`config.mk`:
```
export PLATFORM = sky130hd
export DESIGN_NAME = gfxw_datapath
export DESIGN_NICKNAME = d
export VERILOG_FILES = /design/src/rtl/gfxw_pkg.sv /design/src/rtl/gfxw_rotr.sv /design/src/rtl/gfxw_latch.sv /design/src/rtl/gfxw_lane.sv /design/src/rtl/gfxw_datapath.sv
export SDC_FILE = /design/constraint.sdc
export NUM_CORES = 1
export LEC_CHECK = 0
export BUFFER_PORTS_ARGS = -buffer_cell sky130_fd_sc_hd__buf_2
export CAP_MARGIN = 20
export CORE_ASPECT_RATIO = 0.6
export CORE_MARGIN = 1
export CORE_UTILIZATION = 59
export DETAILED_ROUTE_END_ITERATION = 8
export GPL_ROUTABILITY_DRIVEN = 0
export MAX_ROUTING_LAYER = met4
export PLACE_DENSITY = 0.84
export SYNTH_ARGS = -nofsm -noshare
export SYNTH_HDL_FRONTEND = slang
export SYNTH_HIERARCHICAL = 1
export SYNTH_SLANG_ARGS = --single-unit
export TNS_END_PERCENT = 5
```
`constraint.sdc`:
```
create_clock -name clk -period 1.9 [get_ports clk]
set_input_delay 0.19 -clock clk [delete_from_list [all_inputs] [get_ports clk]]
set_output_delay 0.19 -clock clk [all_outputs]
set_load 0.01 [all_outputs]
```
`src/rtl/gfxw_pkg.sv`:
```
package gfxw_pkg;
  typedef enum logic [1:0] {
    WM_ALU   = 2'd0,
    WM_COPY  = 2'd1,
    WM_SPLAT = 2'd2,
    WM_FILL  = 2'd3
  } wmode_e;

  typedef enum logic [1:0] {
    FN_PASS = 2'd0,
    FN_AND  = 2'd1,
    FN_OR   = 2'd2,
    FN_XOR  = 2'd3
  } lfn_e;
endpackage

```
`src/rtl/gfxw_rotr.sv`:
```
module gfxw_rotr #(
  parameter int W  = 8,
  localparam int AW = $clog2(W)
) (
  input  logic [W-1:0]  din,
  input  logic [AW-1:0] amt,
  output logic [W-1:0]  dout
);
  logic [2*W-1:0] dbl;
  always_comb begin
    dbl  = {din, din} >> amt;
    dout = dbl[W-1:0];
  end
endmodule

```
`src/rtl/gfxw_latch.sv`:
```
module gfxw_latch #(
  parameter int N = 32
) (
  input  logic         clk,
  input  logic         rst_n,
  input  logic         load,
  input  logic [N-1:0] din,
  output logic [N-1:0] q
);
  always_ff @(posedge clk or negedge rst_n) begin
    if (!rst_n)    q <= '0;
    else if (load) q <= din;
  end
endmodule

```
`src/rtl/gfxw_lane.sv`:
```
module gfxw_lane
  import gfxw_pkg::*;
#(
  parameter int W = 8
) (
  input  logic [W-1:0] cpu_rot,
  input  logic         cpu_bit,
  input  logic         sr_en,
  input  logic         sr_bit,
  input  wmode_e       mode,
  input  lfn_e         fn,
  input  logic [W-1:0] mask,
  input  logic [W-1:0] latch,
  output logic [W-1:0] dout
);
  logic [W-1:0] src, fres, masked, fsel;

  always_comb begin
    if (mode == WM_SPLAT) src = {W{cpu_bit}};
    else if (sr_en)       src = {W{sr_bit}};
    else                  src = cpu_rot;

    unique case (fn)
      FN_PASS: fres = src;
      FN_AND:  fres = src & latch;
      FN_OR:   fres = src | latch;
      default: fres = src ^ latch;
    endcase

    masked = (fres & mask) | (latch & ~mask);
    fsel   = cpu_rot & mask;

    unique case (mode)
      WM_COPY: dout = latch;
      WM_FILL: dout = (fsel & {W{sr_bit}}) | (~fsel & latch);
      default: dout = masked;
    endcase
  end
endmodule

```
`src/rtl/gfxw_datapath.sv`:
```
module gfxw_datapath
  import gfxw_pkg::*;
#(
  parameter int PW     = 8,
  parameter int PLANES = 4,
  localparam int RW    = $clog2(PW),
  localparam int DW    = PW * PLANES
) (
  input  logic              clk,
  input  logic              rst_n,
  input  logic              rd_en,
  input  logic [DW-1:0]     rd_planes,
  input  logic              wr_en,
  input  logic [PW-1:0]     wr_byte,
  input  logic [1:0]        wr_mode,
  input  logic [RW-1:0]     rot_cnt,
  input  logic [1:0]        logic_fn,
  input  logic [PLANES-1:0] sr_color,
  input  logic [PLANES-1:0] sr_enable,
  input  logic [PW-1:0]     bit_mask,
  input  logic [PLANES-1:0] map_mask,
  output logic              out_valid,
  output logic [DW-1:0]     out_data,
  output logic [PLANES-1:0] out_plane_en
);
  logic [DW-1:0] latch_q;
  logic [PW-1:0] cpu_rot;
  logic [DW-1:0] word_c;

  gfxw_latch #(.N(DW)) u_latch (
    .clk(clk), .rst_n(rst_n), .load(rd_en), .din(rd_planes), .q(latch_q)
  );

  gfxw_rotr #(.W(PW)) u_rot (
    .din(wr_byte), .amt(rot_cnt), .dout(cpu_rot)
  );

  for (genvar p = 0; p < PLANES; p++) begin : g_lane
    gfxw_lane #(.W(PW)) u_lane (
      .cpu_rot(cpu_rot),
      .cpu_bit(wr_byte[p]),
      .sr_en  (sr_enable[p]),
      .sr_bit (sr_color[p]),
      .mode   (wmode_e'(wr_mode)),
      .fn     (lfn_e'(logic_fn)),
      .mask   (bit_mask),
      .latch  (latch_q[p*PW +: PW]),
      .dout   (word_c[p*PW +: PW])
    );
  end

  always_ff @(posedge clk or negedge rst_n) begin
    if (!rst_n) begin
      out_valid    <= 1'b0;
      out_data     <= '0;
      out_plane_en <= '0;
    end else begin
      out_valid <= wr_en;
      if (wr_en) begin
        out_data     <= word_c;
        out_plane_en <= map_mask;
      end
    end
  end
endmodule

```
# [Word-level counts from Yosys, hierarchy flattened]
# Index checks and enable logic that the tools add are counted.
[word_totals] regBits=69 input_bits=71 output_inout_bits=37 word_cells=66
[classes] eq_ne=5 shift=1 n_mux=16 bitwise=39 n_reduce_logical=1
[ops] op="$and A8 B8 Y8" count=21
[ops] op="$or A8 B8 Y8" count=12
[ops] op="$pmux W8 S3" count=4
[ops] op="$mux W8" count=8
[ops] op="$pmux W8 S2" count=4
[ops] op="$xor A8 B8 Y8" count=4
[ops] op="$not A8 Y8" count=2
[ops] op="$shr A16 B3 Y8" count=1
[ops] op="$eq A2 B2 Y1 const B" count=3
[ops] op="$eq A2 B1 Y1 const B" count=2
[ops] op="$logic_not A2 Y1" count=1

# [Logic depth before layout (Yosys ltp)]
# Gate-level depths: netlist of run 1.
[depth] word_depth=8 ltp_mapped=12 ltp_nobuf=11

# [Hierarchy]
# The synthesis of run 1 kept the hierarchy.
[modules_own_cells] module="gfxw_lane" n_inst=4 cells_per_inst=138 area_per_inst_um2=942.2
[modules_own_cells] module="gfxw_datapath" n_inst=1 cells_per_inst=77 area_per_inst_um2=1515.2
[modules_own_cells] module="gfxw_latch" n_inst=1 cells_per_inst=68 area_per_inst_um2=1345.0
[modules_own_cells] module="gfxw_rotr" n_inst=1 cells_per_inst=19 area_per_inst_um2=326.6

# [Worst setup path before layout of run 1]
# No wires, ideal clock.
[synth_path] path_kind="input -> register" from="in rot_cnt[2]" to="reg out_data[14]" arrival_time_ps=2328 setup_slack_ps=-553 path_stages=11 n_path_buf=1 cell_sequence="buf_6 > mux4_1 > mux2_2 > nand2b_1 > nand3_1 > nand2_1 > ha_1 > a21oi_1 > a211o_1 > o221ai_1 > mux2_4"
[synth_via] elab_chain_cells=8
[synth_rtl] element="start: declaration" line="gfxw_datapath.sv:16" source="input logic [RW-1:0] rot_cnt,"
[synth_rtl] element="$shr A16 B3 Y8 *" line="gfxw_rotr.sv:11" source="dbl = {din, din} >> amt;"
[synth_rtl] element="net cpu_rot[6]" line="gfxw_datapath.sv:27" source="logic [PW-1:0] cpu_rot;"
[synth_rtl] element="$mux W8" line="gfxw_lane.sv:20" source="else if (sr_en) src = {W{sr_bit}};"
[synth_rtl] element="$mux W8" line="gfxw_lane.sv:19" source="if (mode == WM_SPLAT) src = {W{cpu_bit}};"
[synth_rtl] element="$xor A8 B8 Y8, or another cell as far along" line="gfxw_lane.sv:27" source="default: fres = src ^ latch;"
[synth_rtl] element="$pmux W8 S3" line="gfxw_lane.sv:23" source="unique case (fn)"
[synth_rtl] element="$and A8 B8 Y8" line="gfxw_lane.sv:30" source="masked = (fres & mask) | (latch & ~mask);"
[synth_rtl] element="$or A8 B8 Y8" line="gfxw_lane.sv:30"
[synth_rtl] element="$pmux W8 S2 *" line="gfxw_lane.sv:33" source="unique case (mode)"
[synth_rtl] element="net word_c[14]" line="gfxw_datapath.sv:28" source="logic [DW-1:0] word_c;"
[synth_rtl] element="end signal: assignment" line="gfxw_datapath.sv:60" source="out_data <= word_c;"
[synth_rtl] element="end: declaration" line="gfxw_datapath.sv:23" source="output logic [DW-1:0] out_data,"
# The timed path passes the listed nets; every way through them passes the cells marked *.
# A chain may end at the register's enable or synchronous reset.

# [Final worst setup path of run 1]
[layout_path] from="in wr_byte[0]" to="reg out_data[2]"
[layout_via] elab_chain_cells=8
[layout_rtl] element="start: declaration" line="gfxw_datapath.sv:14" source="input logic [PW-1:0] wr_byte,"
[layout_rtl] element="$shr A16 B3 Y8 *" line="gfxw_rotr.sv:11"
[layout_rtl] element="net cpu_rot[2]" line="gfxw_datapath.sv:27"
[layout_rtl] element="$mux W8" line="gfxw_lane.sv:20"
[layout_rtl] element="$mux W8" line="gfxw_lane.sv:19"
[layout_rtl] element="$xor A8 B8 Y8, or another cell as far along" line="gfxw_lane.sv:27"
[layout_rtl] element="$pmux W8 S3" line="gfxw_lane.sv:23"
[layout_rtl] element="$and A8 B8 Y8" line="gfxw_lane.sv:30"
[layout_rtl] element="$or A8 B8 Y8" line="gfxw_lane.sv:30"
[layout_rtl] element="$pmux W8 S2 *" line="gfxw_lane.sv:33"
[layout_rtl] element="net word_c[2]" line="gfxw_datapath.sv:28"
# Marks and branches as above.

==> reports/metrics.csv, run 1 <==
metric,value,unit
outcome,"complete, but fails checks",
violated checks,setup timing,
fraction of final layout cells with drive strength greater than 1,53.0,%
Setup Viol. Count Final,32,
max-capacitance violation count,0,
worst min-delay path class,primary input to flip-flop,
first-pass GRT wire length,36.7,mm
final design utilization,82.8,%
clock transition at the registers of the reported paths,0.06,ns
post-synthesis cell type count,30,
H-tree depth,3,
cell repeated most along the worst path,sky130_fd_sc_hd__mux2_4,
die width,142,um
final worst setup slack,-0.427,ns
first drt pass iteration count,6,
share of power burned in the clock network,27.6,%
WP data arrival,2.56,ns
core footprint,11400,um^2
Placed Area,8420,um^2
filler-free cell count of the finished design,1071,
Worst Path Required,2.14,ns
Synthesized Nets,851,
most common library cells after synthesis,"72 x sky130_fd_sc_hd__inv_1, 69 x sky130_fd_sc_hd__dfrtp_1, 68 x sky130_fd_sc_hd__nand2_1, 64 x sky130_fd_sc_hd__ha_1, 60 x sky130_fd_sc_hd__mux2_4",
main flop type after synthesis,sky130_fd_sc_hd__dfrtp_1,
worst skew pair latency,0.35,ns
flip-flop and latch count after synthesis,69,
maximum fanout count along the critical path,6,
FMAX,0.430,GHz
largest net degree at the start of global routing,70,
cell leakage power,0.00463,uW
"Critical Path, Cell by Cell","buf_2, mux4_2, mux2_4, nand2b_1, nand3_2, nand2_2, ha_1, nand2_1, o211ai_1, nand3b_1, o221ai_2, mux2_4",
Rows,30,
total area of multi-input combinational cells,5350,um^2
CTS max path bufs,2,
Port Buffers,107,
max-slew violations,0,
Rel. slew slack,52.0,%
starting utilization of the core area,61.2,%
"number of placed instances, taps included",1028,
hold violation count in the final report,0,
power dissipated by switching net loads,2340,uW
hold-critical path depth,2,
antenna violations before repair,3,
crit share post-route,122,%
main area contributors after synthesis,"sky130_fd_sc_hd__dfrtp_1 25%, sky130_fd_sc_hd__mux2_4 13%, sky130_fd_sc_hd__ha_1 12%, sky130_fd_sc_hd__o221ai_1 4.0%, sky130_fd_sc_hd__inv_1 3.9%",
R2R depth,7,
worst setup skew after layout,0.00490,ns
Synth area leader,sky130_fd_sc_hd__dfrtp_1,
Cell Int Power,4050,uW
shortest clock period the worst path allows after layout,2.33,ns
synthesized instance count,716,
async set-reset flop share out of synthesis,100,%
startpoint type of the worst setup path,primary input,
Seq. cell area,1730,um^2
height of the chip,86.1,um
Sw Share,36.6,%
via count of the first global-routing pass,7242,
CP max stage cell,sky130_fd_sc_hd__mux4_2,
total track usage,40.5,%
netlist area before placement,6960,um^2
largest vdd supply drop,0.541,mV
metal1 wirelength,9.78,mm
sequential area share after synthesis,24.8,%
clock tree sinks,69,
signed area change from the synthesized netlist to the final layout,35.4,%
residual overflow from global routing,0,
Starting DRT DRC Count,807,
relative contribution of sequential cells to total power,29.0,%
via-per-instance ratio,6.92,
stage delay of the slowest cell on the critical path,0.52,ns
count of boundary I/O pins,108,
post-layout instance area,9420,um^2
kind of end point of the critical path,flip-flop,
number of buffers added by the clock tree synthesis step,9,
total wire length after detailed routing,26.0,mm
type of the worst setup path,primary input to flip-flop,
post-detailed-placement half-perimeter wirelength,14.9,mm
met3 layer wire length in the routed design,2.82,mm
Top Metal Used,met4,
number of enable-type register cells in the synthesized netlist,0,
warnings from Yosys,6,
ratio of total power to cell area,679,nW/um^2
slew of the pin with the lowest slew margin,0.720,ns
clock tree from TritonCTS,done,
WL/cell,24.3,um
floorplan die area,12200,um^2
count of filler cells inserted in the layout,546,
total length of routed met2 wires,11.6,mm
RSZ-0062 raised after global routing,yes,
synthesized area per cell,9.71,um^2
sum of negative setup slack,-10.24,ns
final total power,6400,uW
via count,7415,
master cell of the clock root buffer,sky130_fd_sc_hd__clkbuf_16,
DRC violation count after routing,0,
portion of total power attributed to combinational logic,43.4,%
"antenna viol nets, final",0,
Yosys top cell area share,24.8,%
most frequent cell after synthesis,sky130_fd_sc_hd__inv_1,
layout net count,1038,
[sequential cells by signal, summed over array words and instances, names as in the netlist]
| register | count |
|---|---|
| u_latch/q | 32 |
| out_plane_en | 4 |
| out_valid | 1 |
| out_data | 32 |
[path summary, 6_finish.rpt]
check	end	start	slack (ns)
max	out_data[2]	wr_byte[0]	-0.43
min	u_latch/q[19]	rd_planes[19]	0.06
max reg2reg	out_data[2]	u_latch/q[2]	0.04
min reg2reg	out_data[7]	out_data[7]	0.51
max in group asynchronous	out_data[24]	rst_n	1.17
min in group asynchronous	u_latch/q[7]	rst_n	0.40
[critical path: cells and delay by family]
kind,cells,cell delay [ns]
adder cells (fa/ha/maj),1,0.23
multiplexers,3,1.13
buffers and inverters,1,0.14
AO/OA/AOI/OAI,2,0.27
AND/OR/NAND/NOR,5,0.60
[kinds of logic (layout without fill, tap and decap cells)]
group	count (synthesis)	after routing	share of synthesized area (%)
buf+inv	123	312	9.48
simple gates	208	208	17.4
mux	84	87	18.6
compound gates	168	168	18.2
other cells	0	3	0
fa+ha+maj	64	64	11.5
flops	69	69	24.8
[layout make-up]
| cell class | instances | share of cell area [%] |
|---|---|---|
| antenna | 3 | 0.0797 |
| clock buffer | 10 | 2.54 |
| clock inverter | 6 | 0.664 |
| inverter | 72 | 2.87 |
| multi-input combinational | 527 | 56.9 |
| sequential | 69 | 18.3 |
| tap | 160 | 2.13 |
| timing repair buffer | 224 | 16.5 |
[metrics by stage]
stage,setup slack [ns],hold WS (ns)
finish,-0.427,0.0625
global route,-0.475,0.0588
CTS,-0.250,0.0647
detailed placement,-0.822,0.249
global placement,-0.691,0.238
floorplan,-0.427,-0.106
[layout by cell type (no fill, tap or decap), types with 8 or more instances in the layout]
| cell | instances |
|---|---|
| sky130_fd_sc_hd__buf_4 | 111 |
| sky130_fd_sc_hd__buf_2 | 101 |
| sky130_fd_sc_hd__mux2_4 | 69 |
| sky130_fd_sc_hd__dfrtp_1 | 69 |
| sky130_fd_sc_hd__inv_1 | 68 |
| sky130_fd_sc_hd__ha_1 | 50 |
| sky130_fd_sc_hd__nand2_1 | 39 |
| sky130_fd_sc_hd__o21ai_0 | 31 |
| sky130_fd_sc_hd__nand3_2 | 30 |
| sky130_fd_sc_hd__a221oi_2 | 28 |
| sky130_fd_sc_hd__nand2_2 | 26 |
| sky130_fd_sc_hd__a21oi_1 | 25 |
| sky130_fd_sc_hd__o211ai_1 | 24 |
| sky130_fd_sc_hd__nand3b_1 | 24 |
| sky130_fd_sc_hd__and4_1 | 24 |
| sky130_fd_sc_hd__o221ai_1 | 20 |
| sky130_fd_sc_hd__nand2b_1 | 19 |
| sky130_fd_sc_hd__nand2b_4 | 17 |
| sky130_fd_sc_hd__o221ai_2 | 12 |
| sky130_fd_sc_hd__mux2_2 | 10 |
| sky130_fd_sc_hd__clkbuf_16 | 9 |
| sky130_fd_sc_hd__buf_12 | 9 |
| sky130_fd_sc_hd__nor2_1 | 8 |
| sky130_fd_sc_hd__a211o_1 | 8 |
| sky130_fd_sc_hd__a21boi_0 | 8 |
| sky130_fd_sc_hd__ha_4 | 8 |
| sky130_fd_sc_hd__mux4_2 | 8 |
[power groups by stage]
stage	Clock (uW)	Sequential (uW)	Combinational, uW
6_report	1770	1850	2770
5_1_grt	1830	1870	2930
4_1_cts	1750	1840	2460
3_5_place_dp	0	1860	2290
3_3_place_gp	0	1850	2150
2_1_floorplan	0	1890	1390
[metal layers]
layer  vias to the layer above  track usage, %
met2                       612            64.8
met5                         -               -
met4                         0            27.4
met3                       223            9.88
met1                      3560            45.2
li1                       3020               -
[timing repair]
action / in CTS / in global routing
resized for setup: 52 / 48
endpoints found under the setup margin: 32 / 32
pin swaps: 25 / 19
buffers inserted: 11 / 9
gates cloned: 2 / 1
hold buffers: 1 / 0
hold endpoints to repair: 69 / 0
No activity file was read; power rests on OpenSTA's default activity.
==> run 2: changes to the inputs <==
--- a/config.mk
+++ b/config.mk
@@ -12,7 +12,7 @@
 export CORE_UTILIZATION = 59
 export DETAILED_ROUTE_END_ITERATION = 8
 export GPL_ROUTABILITY_DRIVEN = 0
-export MAX_ROUTING_LAYER = met4
+export GPL_TIMING_DRIVEN = 0
 export PLACE_DENSITY = 0.84
 export SYNTH_ARGS = -nofsm -noshare
 export SYNTH_HDL_FRONTEND = slang
==> reports/metrics.csv, run 2 (synthesis gave the netlist of run 1 again) <==
metric,value,unit,change
total wire length after detailed routing,24.7,mm,-5.1%
cell leakage power,0.00438,uW,-5.2%
total track usage,38.9,%,-1.6 points
startpoint type of the worst setup path,primary input,,
residual overflow from global routing,0,,unchanged
setup slack on the worst flop-to-flop path,0.16,ns,+0.12 ns
WHS,-0.0262,ns,-0.0887 ns
worst r2r dst,out_data[9],,
RSZ-0062 raised after global routing,yes,,
kind of end point of the critical path,flip-flop,,
Rows,30,,unchanged
starting utilization of the core area,61.2,%,unchanged
Setup Viol. Count Final,32,,unchanged
largest net degree at the start of global routing,70,,unchanged
clock tree sinks,69,,unchanged
ratio of total power to cell area,683,nW/um^2,+0.54%
max-capacitance violation count,0,,unchanged
WL/cell,23.9,um,-1.7%
fraction of final layout cells with drive strength greater than 1,50.2,%,-2.7 points
antenna violations before repair,2,,-1
Worst Path Required,2.13,ns,about the same
"most common cell after layout, fill and taps aside",sky130_fd_sc_hd__buf_2,,
FMAX,0.436,GHz,+1.4%
"antenna viol nets, final",0,,unchanged
Starting DRT DRC Count,920,,+14%
count of boundary I/O pins,108,,unchanged
slew of the pin with the lowest slew margin,0.932,ns,+0.212 ns
via-per-instance ratio,6.79,,-2.0%
Placed Area,7970,um^2,-5.4%
via count,7018,,-5.4%
violated checks,"DRC, hold timing, setup timing",,
reg-to-reg startpoint,u_latch/q[9],,
R2R depth,7,,unchanged
die width,142,um,unchanged
Rel. slew slack,37.9,%,-14 points
registers with the highest flip-flop counts,"out_data x32, u_latch/q x32, out_plane_en x4",,
DRC violation count after routing,1,,+1
sum of negative setup slack,-10.19,ns,+0.0544 ns
first-pass GRT wire length,36.1,mm,-1.7%
floorplan die area,12200,um^2,unchanged
clock tree from TritonCTS,done,,
WP data arrival,2.53,ns,-0.03 ns
largest vdd supply drop,0.440,mV,-19%
signed area change from the synthesized netlist to the final layout,30.3,%,
shortest clock period the worst path allows after layout,2.30,ns,-0.0315 ns
via count of the first global-routing pass,6995,,-3.4%
number of buffers added by the clock tree synthesis step,9,,unchanged
first drt pass iteration count,8,,+2
crit share post-route,121,%,-1.7 points
type of the worst setup path,primary input to flip-flop,,
worst skew pair latency,0.34,ns,about the same
post-detailed-placement half-perimeter wirelength,15.3,mm,+2.9%
outcome,"complete, but fails checks",,
"leading cell types in the layout, fill and taps excluded","115 x sky130_fd_sc_hd__buf_2, 70 x sky130_fd_sc_hd__mux2_4, 69 x sky130_fd_sc_hd__dfrtp_1, 66 x sky130_fd_sc_hd__inv_1, 49 x sky130_fd_sc_hd__ha_1",,
clock transition at the registers of the reported paths,0.06,ns,about the same
height of the chip,86.1,um,unchanged
post-layout instance area,9060,um^2,-3.7%
Port Buffers,100,,-6.5%
worst setup skew after layout,0.00233,ns,-0.00257 ns
H-tree depth,3,,unchanged
hold violation count in the final report,26,,+26
core footprint,11400,um^2,unchanged
maximum fanout count along the critical path,7,,+1
layout net count,1002,,-3.5%
CTS max path bufs,2,,unchanged
master cell of the clock root buffer,sky130_fd_sc_hd__clkbuf_16,,
worst min-delay path class,primary input to async pin,,
final worst setup slack,-0.396,ns,+0.0315 ns
max-slew violations,0,,unchanged
run 2: cell types whose count changed in the layout (fill, tap and decap cells not counted), moves of 3 or more:
cell / change
sky130_fd_sc_hd__buf_4: -70
sky130_fd_sc_hd__clkbuf_1: +8
sky130_fd_sc_hd__nand2_1: -3
sky130_fd_sc_hd__buf_2: +14
sky130_fd_sc_hd__buf_1: +4
sky130_fd_sc_hd__nand2b_1: +3
sky130_fd_sc_hd__nand2b_4: -3
sky130_fd_sc_hd__buf_6: +10
run 2: critical path: stages:
cell and delay, ns:
sky130_fd_sc_hd__buf_12 0.10, sky130_fd_sc_hd__mux4_2 0.54, sky130_fd_sc_hd__mux2_4 0.37, sky130_fd_sc_hd__nand2b_1 0.11
sky130_fd_sc_hd__nand3_2 0.10, sky130_fd_sc_hd__nand2_2 0.12, sky130_fd_sc_hd__ha_1 0.23, sky130_fd_sc_hd__nand2_1 0.07
sky130_fd_sc_hd__o211ai_1 0.12, sky130_fd_sc_hd__nand3b_1 0.16, sky130_fd_sc_hd__o221ai_1 0.13, sky130_fd_sc_hd__mux2_4 0.27
run 2: layout make-up:
type                       instances  area (um^2)
timing repair buffer             138          820
fill                             704         2310
antenna                            2         5.00
clock inverter                     7         75.1
buffer                            51          408
multi-input combinational        526         5330
clock buffer                       9          225
inverter                          72          270
tap                              160          200
sequential                        69         1730
run 2: worst max path at each step:
| stage | cells after the start | start | slack [ns] | endpoint |
|---|---|---|---|---|
| after detailed placement | 11 | wr_byte[1] | -0.74 | out_data[9] |
| after global routing | 11 | rot_cnt[2] | -0.44 | out_data[4] |
| after floorplan | 11 | rot_cnt[2] | -0.43 | out_data[14] |
| after CTS | 12 | rot_cnt[2] | -0.30 | out_data[27] |
| final | 12 | rot_cnt[2] | -0.40 | out_data[3] |
| after global placement | 11 | wr_byte[0] | -0.61 | out_data[26] |
run 2: metrics by stage:
step | hold slack, ns | setup WS (ns) | cells | power [uW] | util (%)
detailed placement | 0.335 | -0.744 | 976 | 3960 | 70.0
CTS | 0.0145 | -0.304 | 1023 | 5930 | 76.6
global placement | 0.322 | -0.613 | 976 | 3810 | 70.0
finish | -0.0262 | -0.396 | 1034 | 6190 | 79.7
floorplan | -0.106 | -0.427 | 716 | 3280 | -
global route | 0.0688 | -0.437 | 1034 | 6420 | 79.7
run 2: repair_timing:
| item | CTS | global route |
|---|---|---|
| hold buffers | 1 | 0 |
| pin swaps | 24 | 32 |
| gates resized for setup | 60 | 48 |
| setup endpoints to repair | 32 | 32 |
| hold endpoints to repair | 1 | 0 |
| buffers inserted | 28 | 9 |
| gates cloned | 2 | 0 |
run 2: routing by layer:
| layer | vias up | wire length [um] | GRT usage (%) |
|---|---|---|---|
| li1 | 2938 | - | - |
| met1 | 3361 | 9330 | 47.8 |
| met2 | 552 | 11300 | 62.3 |
| met3 | 167 | 2640 | 8.77 |
| met4 | 0 | 1440 | 24.6 |
| met5 | - | 0 | 0 |
run 2: power breakdown:
part	switching, uW	total (uW)	internal [uW]	leakage (uW)
registers	167	1850	1680	0.000813
logic	1390	2600	1200	0.00343
clock network	727	1750	1020	0.000138
total	2290	6190	3900	0.00438
